### config.mk
export PLATFORM = sky130hd
export DESIGN_NAME = pws_intensity_sequencer
export DESIGN_NICKNAME = d
export VERILOG_FILES = /design/src/rtl/pws_pkg.sv /design/src/rtl/pws_frame_counter.sv /design/src/rtl/pws_subtick_counter.sv /design/src/rtl/pws_palette.sv /design/src/rtl/pws_intensity_sequencer.sv
export SDC_FILE = /design/constraint.sdc
export NUM_CORES = 1
export LEC_CHECK = 0
export ABC_AREA = 1
export BUFFER_PORTS_ARGS = -buffer_cell sky130_fd_sc_hd__clkbuf_2
export CORE_MARGIN = 1.5
export CORE_UTILIZATION = 27
export DETAILED_ROUTE_END_ITERATION = 10
export GPL_TIMING_DRIVEN = 1
export PLACE_DENSITY_LB_ADDON = 0.25
export SETUP_SLACK_MARGIN = 0.15
export SYNTH_ARGS = -nofsm -noshare
export SYNTH_HDL_FRONTEND = slang
export SYNTH_SLANG_ARGS = --single-unit
### constraint.sdc
create_clock -name clk -period 3.3 [get_ports clk]
set_clock_uncertainty 0.15 [all_clocks]
set_input_delay 0.99 -clock clk [delete_from_list [all_inputs] [get_ports clk]]
set_output_delay 0.99 -clock clk [all_outputs]
set_load 0.01 [all_outputs]
### src/rtl/pws_pkg.sv
package pws_pkg;

  // Width in sub-ticks for a pattern position: three full frames, then
  // a reduced frame whose width halves on each successive group.
  function automatic int unsigned width_of(input int unsigned idx,
                                           input int unsigned sub_w);
    int sh;
    if ((idx & 3) != 3) begin
      return 32'd1 << sub_w;
    end
    sh = int'(sub_w) - 3 - int'(idx >> 2);
    if (sh < 0) begin
      return 32'd1;
    end
    return 32'd3 << sh;
  endfunction

  // Scale = pix_max * width / 2^sub_w, expressed with frac_w fraction bits.
  function automatic int unsigned scale_of(input int unsigned width,
                                           input int unsigned pix_max,
                                           input int unsigned sub_w,
                                           input int unsigned frac_w);
    int unsigned prod;
    prod = pix_max * width;
    return prod >> (sub_w - frac_w);
  endfunction

endpackage

### src/rtl/pws_frame_counter.sv
module pws_frame_counter #(
  parameter int unsigned IDX_W = 4
) (
  input  logic             clk,
  input  logic             rst_n,
  input  logic             advance,
  output logic [IDX_W-1:0] idx
);

  always_ff @(posedge clk or negedge rst_n) begin
    if (!rst_n) begin
      idx <= '0;
    end else if (advance) begin
      idx <= idx + 1'b1;
    end
  end

endmodule

### src/rtl/pws_subtick_counter.sv
module pws_subtick_counter #(
  parameter int unsigned SUB_W = 6
) (
  input  logic             clk,
  input  logic             rst_n,
  input  logic             align,
  output logic [SUB_W-1:0] tick,
  output logic             wrap
);

  localparam logic [SUB_W-1:0] LAST = {SUB_W{1'b1}};

  always_ff @(posedge clk or negedge rst_n) begin
    if (!rst_n) begin
      tick <= '0;
    end else if (align) begin
      tick <= '0;
    end else begin
      tick <= tick + 1'b1;
    end
  end

  assign wrap = (tick == LAST);

endmodule

### src/rtl/pws_palette.sv
module pws_palette #(
  parameter int unsigned IDX_W   = 4,
  parameter int unsigned SUB_W   = 6,
  parameter int unsigned PIX_MAX = 1023,
  parameter int unsigned SCALE_W = 13,
  parameter int unsigned FRAC_W  = 3
) (
  input  logic [IDX_W-1:0] idx,
  output logic [SUB_W:0]   width,
  output logic [SCALE_W-1:0] scale
);
  import pws_pkg::*;

  localparam int unsigned NUM_FRAMES = 1 << IDX_W;

  logic [SUB_W:0]     width_rom [NUM_FRAMES];
  logic [SCALE_W-1:0] scale_rom [NUM_FRAMES];

  for (genvar g = 0; g < NUM_FRAMES; g++) begin : g_entry
    localparam int unsigned W = width_of(g, SUB_W);
    localparam int unsigned S = scale_of(W, PIX_MAX, SUB_W, FRAC_W);
    assign width_rom[g] = W[SUB_W:0];
    assign scale_rom[g] = S[SCALE_W-1:0];
  end

  assign width = width_rom[idx];
  assign scale = scale_rom[idx];

endmodule

### src/rtl/pws_intensity_sequencer.sv
module pws_intensity_sequencer #(
  parameter int unsigned IDX_W   = 4,
  parameter int unsigned SUB_W   = 6,
  parameter int unsigned PIX_W   = 10,
  parameter int unsigned FRAC_W  = 3,
  parameter int unsigned SCALE_W = PIX_W + FRAC_W
) (
  input  logic               clk,
  input  logic               rst_n,
  input  logic               frame_start,
  output logic [SCALE_W-1:0] intensity_scale,
  output logic [IDX_W-1:0]   frame_idx,
  output logic               row_clk_gate
);

  localparam int unsigned PIX_MAX = (1 << PIX_W) - 1;

  logic [SUB_W-1:0] sub_tick;
  logic             period_wrap;
  logic [SUB_W:0]   width_now;

  pws_frame_counter #(.IDX_W(IDX_W)) u_frame (
    .clk     (clk),
    .rst_n   (rst_n),
    .advance (frame_start),
    .idx     (frame_idx)
  );

  pws_subtick_counter #(.SUB_W(SUB_W)) u_sub (
    .clk   (clk),
    .rst_n (rst_n),
    .align (frame_start),
    .tick  (sub_tick),
    .wrap  (period_wrap)
  );

  pws_palette #(
    .IDX_W   (IDX_W),
    .SUB_W   (SUB_W),
    .PIX_MAX (PIX_MAX),
    .SCALE_W (SCALE_W),
    .FRAC_W  (FRAC_W)
  ) u_pal (
    .idx   (frame_idx),
    .width (width_now),
    .scale (intensity_scale)
  );

  assign row_clk_gate = ({1'b0, sub_tick} < width_now);

endmodule

Word level (Yosys, flattened, before mapping)
Memories as Yosys holds them, arrays and structs flattened.
Cells that the tools add are included.
Widths: inputs -> output; s select.
- register bits after elaboration: 10
- ROM bits: 320
- bits of input ports: 3
- word-level logic and storage cells: 14
- memories: 2
- $add $sub $neg: 2
- magnitude comparators: 2
- mux-type cells: 5
- bitwise operators: 1
- memories (memory ; words ; bits a word ; read ports ; clocked after Yosys merged registers in ; write ports ; line ; source):
    (no name shown) ; 16 ; 13 ; 1 ; 0 ; 0 ; pws_palette.sv:27 ; assign scale = scale_rom[idx];
    (no name shown) ; 16 ; 7 ; 1 ; 0 ; 0 ; pws_palette.sv:26 ; assign width = width_rom[idx];
- operators with widths (kind ; count):
    $mux 13 ; 2
    $mux 7 ; 2
    $lt 6x7->1 ; 1
    $add 6x1->6 const B ; 1
    $mux 6 ; 1
    $ge 5x5->1 const B ; 1
    $not 4->5 ; 1
    $add 4x1->4 const B ; 1

Logic depth before layout (Yosys ltp)
Gate-level depths: netlist (run 1).
- depth in word-level cells: 5
- gate-level depth with buffers: 10
- depth with buffers taken out: 10

Cells and area by module
From an unflattened synthesis (run 1), not the netlist that was laid out.
- cell total of the unflattened synthesis: 109
- area, all modules: 789.5 um^2
- modules (own cells, without submodules) (module ; instances ; cells an instance ; area each (um^2) ; sequential area each (um^2)):
    pws_subtick_counter ; 1 ; 35 ; 295.3 ; 150.1
    pws_frame_counter ; 1 ; 19 ; 177.7 ; 100.1
    pws_intensity_sequencer ; 1 ; 30 ; 166.4 ; 0.0
    pws_palette ; 1 ; 25 ; 150.1 ; 0.0

Worst setup path before layout (run 1)
Ideal clock, no wire load.
- path type: register -> output
- from: register u_frame.idx[0]
- to: output row_clk_gate
- arrival: 1881 ps
- required time: 2160 ps
- path slack: 279 ps
- cell stages (with the launch flop): 9
- path buffers: 0
- cells stage by stage: dfrtp_1 > ha_1 > ha_1 > nand2_1 > o21a_1 > ha_1 > a21oi_1 > nand2_1 > a21oi_1
- longest elaborated chain between the ends: 5
- ends and longest elaborated chain (element ; line ; source):
    start: declaration ; pws_frame_counter.sv:7 ; output logic [IDX_W-1:0] idx
    start signal: assignment ; pws_frame_counter.sv:14 ; idx <= idx + 1'b1;
    $not 4->5 (not written as such) ; pws_palette.sv:26 ;
    $mem_v2 16x7 ; -- ;
    $mux 7 (not written as such) (2 in a row) ; pws_palette.sv:26 ;
    $lt 6x7->1 ; pws_intensity_sequencer.sv:49 ; assign row_clk_gate = ({1'b0, sub_tick} < width_now);
    end: declaration ; pws_intensity_sequencer.sv:13 ; output logic row_clk_gate
Every way passes these cells. The select of a mux whose other input is x is not followed.

Worst setup path in the final report (run 1)
- from: register u_frame.idx[1]
- to: output row_clk_gate
Same word-level chain as after synthesis.

==> flow_summary_export.csv, run 1 <==
group,metric,value,unit
cells_and_area,nNetsFinal,116,
cts,cts_buffer_depth,2,
drt,vias_per_cell,4.27,
yosys,yosysTopAreaCellShare,0.369,
drt,num_vias,555,
timing,setup-violations-final,0,
pwr,ir_worst_vdd,349,µV
yosys,synth.area.top_cells,"dfrtp_1 37%, ha_1 17%, nand2_1 9.4%",
floorplan,fp.coreArea,2300,µm²
timing,fin_crit_sh,0.924,
cells_and_area,mostFrequentLayoutCell,"clkbuf_2",
drt,drtPass1Iterations,4,
worst_hold_path,hold_path_startpoint,"u_sub.tick[0]$_DFF_PN0_",
placed_design,placed_cell_area,763,µm²
worst_setup_path,worstSetupPathType,"register to primary output",
grt,antenna_found_initial,0,
grt,overflow,0,
cells_and_area,fillers,240,
worst_setup_path,cp-startpoint,"u_frame.idx[1]$_DFFE_PN0P_",
timing,fin_setup_tns,0,ns
grt,first_global_vias,480,
pwr,powerDensity,747,nW/µm²
cts,root_buffer,"clkbuf_4",
drt,wire_per_inst,9.70,µm
yosys,ys_warn_count,0,
yosys,ys_ff_latch,10,
cts,clk_latency,0.26,ns
worst_setup_path,path_max_fanout,3,
yosys,synth.avg_cell_area,8.37,µm²
worst_setup_path,r2r_end,"u_sub.tick[4]$_DFF_PN0_",
cells_and_area,layout_common_cells,"15 x clkbuf_2, 13 x nand2_1, 10 x inv_1, 9 x dfrtp_1, 6 x nand2_2",
grt,grt_start_max_net_pins,11,
cells_and_area,area_growth,30.4,%
job,drv_cap,0,
floorplan,die_y,53.1,µm
cts,cts_tree,"yes",
worst_setup_path,reg2reg_slack,2.09,ns
outcome,status,"finished, final reports clean",
yosys,synth_cell_types,21,
cells_and_area,drive_gt1_frac,0.402,
yosys,syn_area,678,µm²
yosys,synth_top_cell_by_area,"dfrtp_1",
timing,rsz0062_at_grt,"yes",
cts,ctsHoldBuffers,0,
worst_setup_path,cp-start-kind,"register",
floorplan,initial_core_util,0.295,
cts,clkTransAtPathRegs,0.06,ns
grt,grt_usage,0.108,
yosys,syn_inst,81,
drt,drtAntennaViolNets,0,
cts,clock_sinks,10,
cts,numCtsBuffers,3,
cells_and_area,diodes,0,
grt,grt_first_pass_wirelength,2100,µm
worst_setup_path,crit_path_end_kind,"primary output",
timing,slew_violations,0,
cells_and_area,final_area,885,µm²
worst_hold_path,worstHoldPathType,"register to register",
timing,final_hold_viol_count,0,
worst_setup_path,worstPathArrival,1.91,ns
placed_design,hpwl,1000,µm
floorplan,fp.dieW,53.1,µm
floorplan,row_count,17,
floorplan,io_pins,21,
placed_design,dpl.cell_count,123,
worst_setup_path,required,2.16,ns
placed_design,place.gp.congestion,0.660,
drt,drc_errors,0,
pwr,p_leak,0.430,nW
worst_setup_path,crit_path_end,"row_clk_gate",
worst_setup_path,reg2reg_from,"u_sub.tick[0]$_DFF_PN0_",
cts,ctsHtreeMaxLevel,1,
drt,wirelength,1260,µm
placed_design,port_buffers,16,
worst_setup_path,reg2regPathDepth,5,
timing,period_needed,3.05,ns
drt,drt_iter0_markers,5,
cells_and_area,instances_no_fill,130,
timing,max_clock_freq,328,MHz
floorplan,dieArea,2820,µm²
yosys,yosysSeqAreaShare,0.369,
worst min path at each step:
stage	end	cells after the start
4_1_cts	u_sub.tick[0]$_DFF_PN0_	1
5_1_grt	u_sub.tick[0]$_DFF_PN0_	1
6_report	u_sub.tick[0]$_DFF_PN0_	1
3_5_place_dp	u_sub.tick[0]$_DFF_PN0_	1
3_3_place_gp	u_sub.tick[0]$_DFF_PN0_	1
2_1_floorplan	u_sub.tick[0]$_DFF_PN0_	1
registers in the layout, indices dropped and copies added, names as in the netlist:
register and flops:
u_sub.tick 6, u_frame.idx 4
critical path, cell delays in order, from the launching register on:
cell and delay [ns]:
dfrtp_1 0.41, ha_4 0.19, ha_4 0.16, inv_1 0.07, o21a_1 0.16, ha_4 0.22
a21oi_2 0.13, nand2_2 0.06, a21oi_2 0.12, buf_2 0.13
through the flow:
stage / power, mW / setup WS (ns) / utilization / hold slack, ns
floorplan: 0.389 / 0.279 / - / 0.307
global placement: 0.482 / 0.314 / 0.332 / 0.352
detailed placement: 0.485 / 0.241 / 0.332 / 0.344
CTS: 0.611 / 0.158 / 0.358 / 0.354
global route: 0.730 / 0.101 / 0.385 / 0.383
finish: 0.661 / 0.249 / 0.385 / 0.349
synthesized netlist by cell type:
library cell / instances
a21oi_1: 5
buf_4: 4
buf_6: 1
conb_1: 1
dfrtp_1: 10
ha_1: 9
inv_1: 11
inv_2: 1
nand2_1: 17
nand2_2: 2
nand3_2: 2
nand4_1: 1
nor2_1: 5
nor2_2: 1
nor3_1: 1
o211ai_1: 1
o21a_1: 2
o21ai_0: 3
o21ai_1: 1
o21bai_1: 1
xor2_1: 2
layer usage:
layer	wire (µm)	share of wire	global-route usage	vias up
met1	645	0.51	0.144	241
met5	0	0	0	-
li1	-	-	-	291
met3	83	0.066	0.0311	4
met4	26	0.021	0.0897	0
met2	505	0.40	0.140	19
cell families after synthesis:
family | count (synthesis) | synth area share
AOI/OAI and AO/OA | 13 | 0.111
xor gates and xnor gates | 2 | 0.0258
adders and majority gates | 9 | 0.166
buffers and inverters | 17 | 0.127
DFF | 10 | 0.369
other | 1 | 0.00553
and+or+nand+nor | 29 | 0.196
power by group:
| part | total (mW) | internal [mW] | switching, mW |
|---|---|---|---|
| registers | 0.196 | 0.151 | 0.0449 |
| logic | 0.383 | 0.180 | 0.203 |
| clock network | 0.0819 | 0.0421 | 0.0398 |
| total | 0.661 | 0.374 | 0.287 |
cell type report:
cell class,instances,area (µm²),share of cell area
repair buffers,20,110,0.124
flip-flops and latches,10,251,0.284
multi-input cells,57,420,0.475
well taps,28,35.0,0.0396
inverters,12,45.0,0.0509
clock buffers,3,22.5,0.0255
repair_timing:
item | in CTS | in global routing
setup endpoints to repair | 1 | 1
gates resized for setup | 3 | 13
pin swaps | 1 | 9
buffers inserted | 3 | 1
Note: power is estimated with default switching activity, not from simulation.
==> run 2: changes to the inputs <==
Settings changed: CORE_UTILIZATION 27 to 45.
==> run 2 against run 1 <==
Critical path depth rose by 2; flip-flop and latch count did not move; hold slack hardly changed; first-iteration DRC count up 40%; combinational power down 6.0%; setup slack worse by 0.0061 ns; final cell count is 10% lower; sequential share of layout area rose by 0.93 points; cell area is 2.7% lower; clock-buffer cell count grew 1; via count is 1.6% higher; largest cell class unchanged; highest routed layer unchanged.
==> flow_summary_export.csv, run 2 (same netlist as run 1, synthesis figures left out) <==
group,metric,value,unit
grt,grt_start_max_net_pins,11,
timing,setup-violations-final,0,
worst_setup_path,cp_slowest_cell,"dfrtp_2",
cts,clk_latency,0.27,ns
cells_and_area,top_regs,"u_sub.tick x6, u_frame.idx x4",
placed_design,port_buffers,16,
grt,first_global_vias,513,
drt,drtPass1Iterations,4,
worst_setup_path,cp-start-kind,"register",
cells_and_area,diodes,0,
worst_setup_path,worstPathArrival,1.92,ns
worst_setup_path,path_max_fanout,3,
floorplan,die_y,41.8,µm
cts,ctsHoldBuffers,0,
worst_setup_path,crit_path_end_kind,"primary output",
grt,antenna_found_initial,0,
cells_and_area,layout_common_cells,"16 x nand2_1, 15 x clkbuf_2, 11 x inv_1, 8 x dfrtp_1",
placed_design,dpl.cell_count,110,
cells_and_area,nNetsFinal,115,
worst_setup_path,crit_buf_inv,2,
floorplan,dieArea,1750,µm²
cells_and_area,largest_register,"u_sub.tick",
worst_setup_path,reg2reg_slack,2.07,ns
cts,ctsHtreeMaxLevel,1,
pwr,powerDensity,777,nW/µm²
pwr,p_leak,0.431,nW
floorplan,fp.coreArea,1350,µm²
cts,cts_buffer_depth,2,
timing,period_needed,3.06,ns
drt,vias_per_cell,4.82,
timing,slew_violations,0,
cells_and_area,instances_no_fill,117,
timing,max_clock_freq,327,MHz
outcome,status,"finished, final reports clean",
cts,numCtsBuffers,3,
floorplan,initial_core_util,0.502,
cells_and_area,area_growth,26.9,%
cts,clkTransAtPathRegs,0.08,ns
floorplan,fp.dieW,41.8,µm
cts,cts_tree,"yes",
timing,fin_setup_tns,0,ns
worst_setup_path,path_delay_family,"adder cells",
worst_setup_path,worstSetupPathType,"register to primary output",
drt,drtAntennaViolNets,0,
drt,drc_errors,0,
cts,clock_sinks,10,
grt,overflow,0,
drt,wirelength,1340,µm
worst_hold_path,worstHoldPathType,"register to register",
worst_setup_path,critPathMaxStageDelay,0.43,ns
floorplan,row_count,13,
cts,root_buffer,"clkbuf_4",
placed_design,hpwl,992,µm
drt,wire_per_inst,11.5,µm
grt,grt_first_pass_wirelength,2280,µm
drt,num_vias,564,
drt,drt_iter0_markers,7,
cells_and_area,largest_reg_flops,6,
cells_and_area,utilization,0.638,
timing,final_hold_viol_count,0,
worst_setup_path,crit_chain,"ha_4 -> ha_4 -> nand2_2 -> o21a_1 -> ha_4 -> nand2_1 -> inv_1 -> nand2_1 -> nand2_1 -> a21oi_1 -> buf_2",
cells_and_area,drive_gt1_frac,0.353,
placed_design,place.gp.congestion,0.767,
worst_setup_path,required,2.16,ns
cells_and_area,mostFrequentLayoutCell,"nand2_1",
grt,grt_usage,0.174,
pwr,ir_worst_vdd,512,µV
timing,rsz0062_at_grt,"yes",
job,drv_cap,0,
timing,fin_crit_sh,0.926,
floorplan,io_pins,21,
[run 2: cell types whose count changed in the layout (fill, tap and decap cells not counted), sizes merged]
cell    before  now
clkbuf      18   19
buf          5    4
[run 2: per-stage QoR]
step	power (mW)	setup slack, ns	instance area, µm²	hold slack [ns]
final	0.669	0.243	861	0.349
after global routing	0.733	0.142	861	0.385
after CTS	0.637	0.158	822	0.355
after detailed placement	0.481	0.253	747	0.345
after global placement	0.474	0.324	747	0.344
after floorplan	0.389	0.279	689	0.307
[run 2: where the power goes]
part	internal [mW]	leakage, nW	switching [mW]	total (mW)
registers	0.152	0.127	0.0436	0.196
logic	0.165	0.284	0.195	0.360
clock network	0.0669	0.0210	0.0454	0.112
[run 2: area by class of cell]
class	count	area, µm²
inverter	12	45.0
timing repair buffer	19	103
tap	15	18.8
clock buffer	4	36.3
fill	124	489
sequential	10	253
multi-input combinational	57	405
[run 2: what timing repair did]
item	CTS	global route
endpoints found under the hold margin	0	0
gates resized for setup	4	7
setup endpoints to repair	1	1
buffers inserted	3	0
gates cloned	0	0
pin swaps	1	4
[run 2: final timing paths]
kind | startpoint | end | cells after the start
worst max register to register | u_sub.tick[0]$_DFF_PN0_ | u_sub.tick[4]$_DFF_PN0_ | 5
max in group asynchronous | rst_n | u_frame.idx[2]$_DFFE_PN0P_ | 1
min in group asynchronous | rst_n | u_sub.tick[0]$_DFF_PN0_ | 1
worst max-delay path | u_frame.idx[0]$_DFFE_PN0P_ | row_clk_gate | 11
worst min register to register | u_sub.tick[0]$_DFF_PN0_ | u_sub.tick[0]$_DFF_PN0_ | 1
worst min-delay path | u_sub.tick[0]$_DFF_PN0_ | u_sub.tick[0]$_DFF_PN0_ | 1
[run 2: worst register-to-register path, delay by kind of cell (launching register included)]
kind	cells	cell delay (ns)
AND/OR/NAND/NOR	1	0.09
AO/OA/AOI/OAI	2	0.15
buffers and inverters	1	0.06
adder cells (fa/ha/maj)	1	0.24
flip-flops	1	0.42
[run 2: layer usage]
layer,vias up,share of wire,GRT usage
li1,293,-,-
met2,18,0.48,0.253
met3,2,0.062,0.0478
met4,0,0.016,0.103
met5,-,0,0
met1,251,0.45,0.229
==> run 3: changes to the inputs <==
Settings changed: CORE_UTILIZATION 45 to 48.
==> run 3 against run 2 <==
Via count is 1.6% lower; sequential share of layout area is 0.29 points higher; maximum frequency is 0.25% lower; register-to-register slack hardly changed; first-iteration DRC count stayed put; non-clock buffer count is 3 higher.
==> flow_summary_export.csv, run 3 (same netlist as run 1, synthesis figures left out) <==
group,metric,value,unit
timing,setup-violations-final,0,
timing,final.setup.worst_slack,0.236,ns
worst_setup_path,reg2reg_slack,2.08,ns
drt,drtPass1Iterations,4,
worst_setup_path,path_max_fanout,4,
timing,final_hold_viol_count,0,
timing,max_clock_freq,326,MHz
cells_and_area,utilization,0.652,
job,drv_cap,0,
grt,antenna_found_initial,0,
pwr,combPwrFrac,0.569,
cts,clkTransAtPathRegs,0.06,ns
pwr,p_sw,0.268,mW
worst_hold_path,hold_end,"u_sub.tick[0]$_DFF_PN0_",
grt,grt_usage,0.190,
pwr,p_leak,0.437,nW
cts,root_buffer,"clkbuf_4",
floorplan,row_count,13,
drt,drt_iter0_markers,7,
worst_setup_path,r2r_end,"u_frame.idx[2]$_DFFE_PN0P_",
worst_setup_path,required,2.16,ns
pwr,swShare,0.422,
grt,overflow,0,
floorplan,initial_core_util,0.521,
cells_and_area,drive_gt1_frac,0.356,
floorplan,die_y,40.6,µm
worst_hold_path,hold_path_depth,1,
worst_setup_path,crit_path_end_kind,"primary output",
timing,rsz0062_at_grt,"no",
floorplan,fp.coreArea,1300,µm²
cells_and_area,top_regs,"u_sub.tick x6, u_frame.idx x4",
cells_and_area,diodes,0,
cts,ctsHoldBuffers,0,
cells_and_area,largest_reg_flops,6,
worst_hold_path,worstHoldPathType,"register to register",
cts,clock_sinks,10,
pwr,powerDensity,749,nW/µm²
drt,wire_per_inst,10.8,µm
cts,cts_tree,"yes",
timing,period_needed,3.06,ns
placed_design,hpwl,986,µm
worst_setup_path,path_delay_family,"adder cells",
grt,grt_start_max_net_pins,11,
floorplan,io_pins,21,
cells_and_area,fillers,110,
cts,numCtsBuffers,3,
pwr,p_seq_frac,0.303,
placed_design,place_ws,0.232,ns
worst_setup_path,cp-start-kind,"register",
cells_and_area,regArea,251,µm²
worst_setup_path,worstPathArrival,1.92,ns
cells_and_area,area_growth,25.1,%
outcome,status,"finished, final reports clean",
drt,drc_errors,0,
pwr,ir_worst_vdd,436,µV
placed_design,place.gp.congestion,0.719,
cells_and_area,multi_input_area,385,µm²
drt,wirelength,1280,µm
drt,num_vias,555,
cells_and_area,mostFrequentLayoutCell,"nand2_1",
cells_and_area,largest_register,"u_sub.tick",
worst_setup_path,reg2regPathDepth,3,
floorplan,dieArea,1650,µm²
timing,fin_crit_sh,0.929,
worst_setup_path,cp_slowest_cell,"dfrtp_2",
floorplan,fp.dieW,40.6,µm
worst_setup_path,worstSetupPathType,"register to primary output",
placed_design,port_buffers,16,
worst_setup_path,reg2reg_from,"u_frame.idx[0]$_DFFE_PN0P_",
grt,first_global_vias,439,
grt,grt_first_pass_wirelength,1950,µm
drt,vias_per_cell,4.66,
cts,ctsHtreeMaxLevel,1,
timing,fin_setup_tns,0,ns
cts,cts_buffer_depth,2,
worst_setup_path,crit_chain,"ha_4 -> ha_2 -> nand2_2 -> o21a_1 -> ha_4 -> a21oi_1 -> nand2_1 -> a21oi_1 -> buf_2",
worst_setup_path,crit_buf_inv,1,
worst_hold_path,hold_path_startpoint,"u_sub.tick[0]$_DFF_PN0_",
cts,clk_latency,0.26,ns
pwr,pwr-share-clk,0.128,
cells_and_area,nNetsFinal,118,
timing,slew_violations,0,
cells_and_area,layout_common_cells,"16 x nand2_1, 15 x clkbuf_2, 11 x inv_1, 9 x dfrtp_1, 6 x buf_4",
pwr,intPower,0.367,mW
worst_setup_path,critPathMaxStageDelay,0.42,ns
pwr,power,0.635,mW
drt,drtAntennaViolNets,0,
==> run 3: changes by cell type in the layout (fill, tap and decap cells not counted), sizes merged <==
| cell | previous run | this run |
|---|---|---|
| buf | 4 | 7 |
| clkbuf | 19 | 18 |
==> run 3: metrics by stage <==
step           cell area [µm²]  hold slack [ns]  instances
6_report                   848            0.347        119
5_1_grt                    848            0.370        119
4_1_cts                    823            0.355        118
3_5_place_dp               747            0.346        110
3_3_place_gp               747            0.334        110
2_1_floorplan              689            0.307         84
==> run 3: cell type report <==
| class | count | share of cell area |
|---|---|---|
| clock buffers | 3 | 0.0265 |
| inverters | 12 | 0.0531 |
| multi-input cells | 57 | 0.454 |
| flip-flops and latches | 10 | 0.296 |
| well taps | 15 | 0.0221 |
| repair buffers | 22 | 0.147 |
==> run 3: worst max path at each step <==
| stage | to | cells after the start | slack, ns | startpoint |
|---|---|---|---|---|
| after CTS | row_clk_gate | 9 | 0.15 | u_frame.idx[1]$_DFFE_PN0P_ |
| after global routing | row_clk_gate | 9 | 0.16 | u_frame.idx[0]$_DFFE_PN0P_ |
| after global placement | row_clk_gate | 9 | 0.32 | u_frame.idx[0]$_DFFE_PN0P_ |
| after detailed placement | row_clk_gate | 9 | 0.23 | u_frame.idx[0]$_DFFE_PN0P_ |
| after floorplan | row_clk_gate | 8 | 0.28 | u_frame.idx[0]$_DFFE_PN0P_ |
| final | row_clk_gate | 9 | 0.24 | u_frame.idx[0]$_DFFE_PN0P_ |
==> run 3: what timing repair did <==
item                       CTS  global route
pin swaps                    1             1
resized for setup            4             4
setup buffers                5             1
setup endpoints to repair    1             1
==> run 3: power groups by stage <==
stage	combinational, mW	clock [mW]	sequential, mW
finish	0.361	0.0815	0.192
global placement	0.283	0	0.191
detailed placement	0.289	0	0.193
floorplan	0.198	0	0.191
global route	0.419	0.0895	0.196
CTS	0.345	0.0860	0.191
==> run 3: metal layers <==
layer,track usage,vias up,wire [µm]
li1,-,295,-
met1,0.242,243,585
met2,0.290,15,623
met3,0.0500,2,58
met4,0.100,0,14
met5,0,-,0
==> run 3: worst register-to-register path, delay by kind of cell, from the launching register on <==
kind | cells | cell delay, ns
fa+ha+maj | 2 | 0.48
flops | 1 | 0.42
compound gates | 1 | 0.06
